==> src/rtl/pdt_pkg.sv <==
package pdt_pkg;
  typedef enum logic [1:0] {
    SRC_PH9  = 2'b00,
    SRC_PH3  = 2'b01,
    SRC_PH15 = 2'b10,
    SRC_FREQ = 2'b11
  } src_sel_e;
endpackage

==> src/rtl/pdv_chain.sv <==
module pdv_chain #(
  parameter int STAGES    = 15,
  parameter int CLR_FROM  = 11,
  parameter int REL_STAGE = 14
) (
  input  logic              clk,
  input  logic              rst_n,
  input  logic              ext_rst,
  input  logic              tick,
  input  logic              clr_hi,
  output logic [STAGES:1]   ph,
  output logic              rel_evt
);
  logic [STAGES:1] q, d, en;

  assign en[1] = tick;

  for (genvar k = 1; k <= STAGES; k++) begin : g_stage
    if (k < STAGES) begin : g_carry
      assign en[k+1] = en[k] & q[k];
    end
    if (k >= CLR_FROM) begin : g_clr
      assign d[k] = clr_hi ? 1'b0 : (q[k] ^ en[k]);
    end else begin : g_free
      assign d[k] = q[k] ^ en[k];
    end
  end

  always_ff @(posedge clk or negedge rst_n) begin
    if (!rst_n)       q <= '0;
    else if (ext_rst) q <= '0;
    else              q <= d;
  end

  assign ph      = q;
  assign rel_evt = q[REL_STAGE] & ~d[REL_STAGE] & ~ext_rst;
endmodule

==> src/rtl/tap_edge.sv <==
module tap_edge
  import pdt_pkg::*;
#(
  parameter int STAGES  = 15,
  parameter int TAP_LO  = 3,
  parameter int TAP_MID = 9,
  parameter int TAP_HI  = 15
) (
  input  logic            clk,
  input  logic            rst_n,
  input  logic            ext_rst,
  input  logic [STAGES:1] taps,
  input  logic            freq_in,
  input  src_sel_e        cur_sel,
  input  logic            load,
  input  src_sel_e        load_sel,
  output logic            fall
);
  function automatic logic pick(input src_sel_e s, input logic [STAGES:1] t, input logic f);
    case (s)
      SRC_FREQ: pick = f;
      SRC_PH15: pick = t[TAP_HI];
      SRC_PH3:  pick = t[TAP_LO];
      default:  pick = t[TAP_MID];
    endcase
  endfunction

  logic lvl_cur, lvl_new, prev_q;

  assign lvl_cur = pick(cur_sel, taps, freq_in);
  assign lvl_new = pick(load_sel, taps, freq_in);

  always_ff @(posedge clk or negedge rst_n) begin
    if (!rst_n)       prev_q <= 1'b0;
    else if (ext_rst) prev_q <= 1'b0;
    else if (load)    prev_q <= lvl_new;
    else              prev_q <= lvl_cur;
  end

  assign fall = prev_q & ~lvl_cur;
endmodule

==> src/rtl/ivl_timer.sv <==
module ivl_timer
  import pdt_pkg::*;
#(
  parameter int W = 6
) (
  input  logic         clk,
  input  logic         rst_n,
  input  logic         ext_rst,
  input  logic         load,
  input  logic [W-1:0] load_val,
  input  src_sel_e     load_sel,
  input  logic         step,
  output src_sel_e     sel,
  output logic [W-1:0] count,
  output logic         uf_evt
);
  logic [W-1:0] preset_q, cnt_q;
  src_sel_e     sel_q;

  always_ff @(posedge clk or negedge rst_n) begin
    if (!rst_n) begin
      preset_q <= '0;
      cnt_q    <= '0;
      sel_q    <= SRC_PH9;
    end else if (ext_rst) begin
      preset_q <= '0;
      cnt_q    <= '0;
      sel_q    <= SRC_PH9;
    end else if (load) begin
      preset_q <= load_val;
      cnt_q    <= load_val;
      sel_q    <= load_sel;
    end else if (step) begin
      cnt_q <= (cnt_q == '0) ? preset_q : cnt_q - 1'b1;
    end
  end

  assign sel    = sel_q;
  assign count  = cnt_q;
  assign uf_evt = step & ~load & (cnt_q == '0);
endmodule

==> src/rtl/sticky_flag.sv <==
module sticky_flag (
  input  logic clk,
  input  logic rst_n,
  input  logic ext_rst,
  input  logic set,
  input  logic clr,
  output logic q
);
  always_ff @(posedge clk or negedge rst_n) begin
    if (!rst_n)       q <= 1'b0;
    else if (ext_rst) q <= 1'b0;
    else              q <= set | (q & ~clr);
  end
endmodule

==> src/rtl/predivider_timer.sv <==
module predivider_timer
  import pdt_pkg::*;
#(
  parameter int STAGES    = 15,
  parameter int CLR_FROM  = 11,
  parameter int REL_STAGE = 14,
  parameter int TMR_W     = 6,
  parameter int TAP_LO    = 3,
  parameter int TAP_MID   = 9,
  parameter int TAP_HI    = 15
) (
  input  logic                 clk,
  input  logic                 rst_n,
  input  logic                 ext_rst,
  input  logic                 base_tick,
  input  logic                 freq_in,
  input  logic                 div_clr,
  input  logic                 cfg_wr,
  input  logic [TMR_W+1:0]     cfg_word,
  input  logic                 tmr_flag_clr,
  input  logic                 pdv_flag_clr,
  output logic [STAGES:1]      taps,
  output logic [TMR_W-1:0]     tmr_count,
  output logic                 tmr_flag,
  output logic                 pdv_flag
);
  localparam int SEL_LSB = TMR_W;

  logic     pdv_evt, src_fall, uf_evt;
  src_sel_e cur_sel, new_sel;

  assign new_sel = src_sel_e'(cfg_word[SEL_LSB+1:SEL_LSB]);

  pdv_chain #(.STAGES(STAGES), .CLR_FROM(CLR_FROM), .REL_STAGE(REL_STAGE)) u_chain (
    .clk(clk), .rst_n(rst_n), .ext_rst(ext_rst), .tick(base_tick),
    .clr_hi(div_clr), .ph(taps), .rel_evt(pdv_evt)
  );

  tap_edge #(.STAGES(STAGES), .TAP_LO(TAP_LO), .TAP_MID(TAP_MID), .TAP_HI(TAP_HI)) u_edge (
    .clk(clk), .rst_n(rst_n), .ext_rst(ext_rst), .taps(taps), .freq_in(freq_in),
    .cur_sel(cur_sel), .load(cfg_wr), .load_sel(new_sel), .fall(src_fall)
  );

  ivl_timer #(.W(TMR_W)) u_tmr (
    .clk(clk), .rst_n(rst_n), .ext_rst(ext_rst), .load(cfg_wr),
    .load_val(cfg_word[TMR_W-1:0]), .load_sel(new_sel), .step(src_fall),
    .sel(cur_sel), .count(tmr_count), .uf_evt(uf_evt)
  );

  sticky_flag u_tflag (
    .clk(clk), .rst_n(rst_n), .ext_rst(ext_rst),
    .set(uf_evt), .clr(tmr_flag_clr), .q(tmr_flag)
  );

  sticky_flag u_pflag (
    .clk(clk), .rst_n(rst_n), .ext_rst(ext_rst),
    .set(pdv_evt), .clr(pdv_flag_clr), .q(pdv_flag)
  );
endmodule

==> config.mk <==
export PLATFORM = sky130hd
export DESIGN_NAME = predivider_timer
export DESIGN_NICKNAME = d
export VERILOG_FILES = /design/src/rtl/pdt_pkg.sv /design/src/rtl/pdv_chain.sv /design/src/rtl/tap_edge.sv /design/src/rtl/ivl_timer.sv /design/src/rtl/sticky_flag.sv /design/src/rtl/predivider_timer.sv
export SDC_FILE = /design/constraint.sdc
export NUM_CORES = 1
export LEC_CHECK = 0
export BUFFER_PORTS_ARGS = -buffer_cell sky130_fd_sc_hd__buf_4
export CAP_MARGIN = 20
export CORE_ASPECT_RATIO = 0.7
export CORE_UTILIZATION = 55
export DETAILED_ROUTE_END_ITERATION = 16
export GPL_ROUTABILITY_DRIVEN = 1
export GPL_TIMING_DRIVEN = 0
export HOLD_SLACK_MARGIN = 0.12
export PLACE_DENSITY = 0.82
export SLEW_MARGIN = 20
export SYNTH_ARGS = -nofsm -noshare
export SYNTH_HDL_FRONTEND = slang
export SYNTH_SLANG_ARGS = --single-unit
==> constraint.sdc <==
create_clock -name clk -period 4.7 [get_ports clk]
set_input_delay 0.47 -clock clk [delete_from_list [all_inputs] [get_ports clk]]
set_output_delay 0.47 -clock clk [all_outputs]
set_load 0.03 [all_outputs]
==> run summary <==
Non-Filler Cell Area, Final: 2110 um2
Synth top area share: 47.5%
top cells by area, synth: dfrtp_1, ha_1, mux2i_1, nor2b_1, nor2_1
setup_tns: 0 ns
initial antenna violation count: 0
TritonCTS clock tree: built
CP dominant cell by count: ha_1
critical path, cell by cell: ha_1 -> ha_1 -> ha_1 -> ha_1 -> ha_1 -> ha_1 -> ha_1 -> ha_1 -> ha_1 -> ha_1 -> ha_1 -> ha_1 -> ha_1 -> ha_1 -> inv_1 -> o21ai_0 -> a21oi_1
CP max FO: 2
Fmax: 294 MHz
global-route wire length before repair: 5880 um
worst endpoint required time: 4.84 ns
Ys Warns: 0
total track usage: 25.3%
status: completed
vias per inst: 5.64
GR peak layer: met2
synthesized area: 1690 um2
Worst Hold Class: primary input to asynchronous set/reset pin
Gate Count Post-Synth: 152
fin util: 73.6%
CP Buf/Inv Count: 1
total congestion overflow: 0
global-route met3 utilization: 7.78%
Iter 0 DRT Violations: 144
io pins: 40
CTS Buf Count: 5
sequential share of the synthesized area: 47.5%
net count reported at finish: 230
Die Area: 3290 um2
vias in the first global route: 1233
multi-input logic area: 833 um2
Synth Net Count: 185
#FFs+latches synth: 32
Area growth syn-to-layout: 25.1%
H-tree Lvls: 2
Slew Limit Fails: 0
via count: 1320
Reg2Reg Depth: 17
DRT Pass-1 Iters: 4
final hold violation count: 0
startpoint class of the critical path: register
slowest CP cell: dfrtp_1
drt wl/cell: 15.1 um
worst-skew pair later-pin latency: 0.28 ns
Port Buf Inserts: 38
Final Cycle Share: 72.3%
Rel. slew slack: 62.8%
Placer Congestion: 0.847
hold slack: 0.115 ns
Clock Skew: 0.00620 ns
Post-DRT Antenna Nets: 0
met2 Use GR: 37.1%
arrival time at the worst endpoint: 3.54 ns
core area: 2860 um2
Post-route DRC: 0
Critical Path End Type: register
Sequential cell area: 801 um2
Max Cap Viol: 0
Die W: 68.2 um
delay of the slowest critical-path stage: 0.40 ns
CP Depth: 17
largest net degree at the start of global routing: 33
Mapped Avg Cell Area: 11.1 um2
met1 Use GR: 34.3%
Distinct cells, synth: 34
RSZ-0062 raised after global routing: false
Die Span Y: 48.3 um
Clock Sinks: 32
Reg clk slew, reported paths: 0.07 ns
Post-DP Area: 2020 um2
clk root buf: clkbuf_8
Post-synth EDFFs: 0
post-CTS resize count: 0
Fillers: 205
hold_buf cts: 0
largest area contributor in the netlist: dfrtp_1
final WL: 3530 um
diode count: 0
Post-synth top cells: dfrtp_1, ha_1, nor2_1
final setup violation count: 0
# Post-CTS Setup Buffers: 0
worst ir drop on vdd: 0.000209 V
critical path type: register to register
# rows: 16
Period minus WS final: 3.40 ns
Worst-Margin Slew: 0.558 ns
count leader, synth: dfrtp_1
Power Dens Cells: 291 nW/um2
clock tree buffer depth: 2
Crit path max-delay family: adder cells
Most used DFF post-synth: dfrtp_1
fraction of registers with async set/reset: 100%
share of layout cells above drive strength 1: 29.3%
static leakage: 1.12 nW
DP HPWL: 2650 um
Initial Utilization: 58.9%
==> placed cells by master (no fill, tap or decap), types with 5 or more instances in the layout <==
| master | count |
|---|---|
| inv_1 | 8 |
| ha_1 | 16 |
| mux2i_1 | 10 |
| buf_4 | 38 |
| nand2_1 | 7 |
| clkbuf_8 | 6 |
| nand2b_1 | 5 |
| dfrtp_1 | 32 |
| nor2_1 | 14 |
| nor2b_1 | 11 |
| a21oi_1 | 5 |
==> metrics by stage <==
| step | instances | total power, mW | setup slack (ns) |
|---|---|---|---|
| final | 234 | 0.613 | 1.30 |
| after global routing | 234 | 0.642 | 1.12 |
| after CTS | 234 | 0.619 | 1.28 |
| after detailed placement | 226 | 0.399 | 1.09 |
| after global placement | 226 | 0.394 | 1.13 |
| after floorplan | 152 | 0.359 | 1.31 |
==> layout make-up <==
type | instances | area share, %
Buffer | 5 | 1.01
Clock buffer | 6 | 3.92
Clock inverter | 2 | 0.475
Inverter | 8 | 1.42
Multi-Input combinational cell | 107 | 39.5
Sequential cell | 32 | 38.0
Tap cell | 36 | 2.14
Timing Repair Buffer | 38 | 13.5
==> kinds of logic after synthesis <==
group                    count (synthesis)  synth area share (%)
AND/OR/NAND/NOR                         49                  15.6
adder cells (fa/ha/maj)                 16                  11.9
XOR/XNOR                                 2                  1.04
flip-flops                              32                  47.5
buffers and inverters                   13                  3.04
AO/OA/AOI/OAI                           28                  13.0
multiplexers                            12                  7.94
==> worst reg2reg max path, stage by stage, from the launching register on <==
cell and delay [ns]:
dfrtp_1 0.40, ha_1 0.19, ha_1 0.18, ha_1 0.19, ha_1 0.18, ha_1 0.18, ha_1 0.18, ha_1 0.18
ha_1 0.18, ha_1 0.18, ha_1 0.18, ha_1 0.18, ha_1 0.18, ha_1 0.18, ha_1 0.26, inv_1 0.04
o21ai_0 0.13, a21oi_1 0.09
==> state kept, by name, summed over array words and instances (netlist names) <==
register,count
u_edge.prev_q,1
u_chain.ph,15
u_tmr.preset_q,6
u_pflag.q,1
u_tmr.count,6
u_tflag.q,1
u_tmr.sel,2
==> power breakdown <==
group	leakage [nW]	internal [mW]	switching [mW]
clock	0.0510	0.117	0.102
sequential	0.434	0.285	0.0109
combinational	0.630	0.0413	0.0568
total	1.12	0.443	0.170
==> layer usage <==
metal | vias to the layer above | share of wire (%) | wire (um)
met2 | 50 | 48 | 1690
met3 | 6 | 6.6 | 232
met4 | 0 | 1.7 | 60
met1 | 637 | 44 | 1550
met5 | - | 0 | 0
li1 | 627 | - | -
==> final timing paths <==
check                                        start                             to  slack, ns
max in group asynchronous                    rst_n  u_tmr.preset_q[0]$_DFFE_PN0P_       4.29
min in group clk                           div_clr       u_chain.ph[15]$_DFF_PN0_       0.37
max reg2reg                u_chain.ph[1]$_DFF_PN0_            u_pflag.q$_DFF_PN0_       1.30
min reg2reg                    u_tflag.q$_DFF_PN0_            u_tflag.q$_DFF_PN0_       0.52
min                                          rst_n     u_tmr.count[4]$_DFFE_PN0P_       0.11
max                        u_chain.ph[1]$_DFF_PN0_            u_pflag.q$_DFF_PN0_       1.30
(Power assumes the default switching activity.)
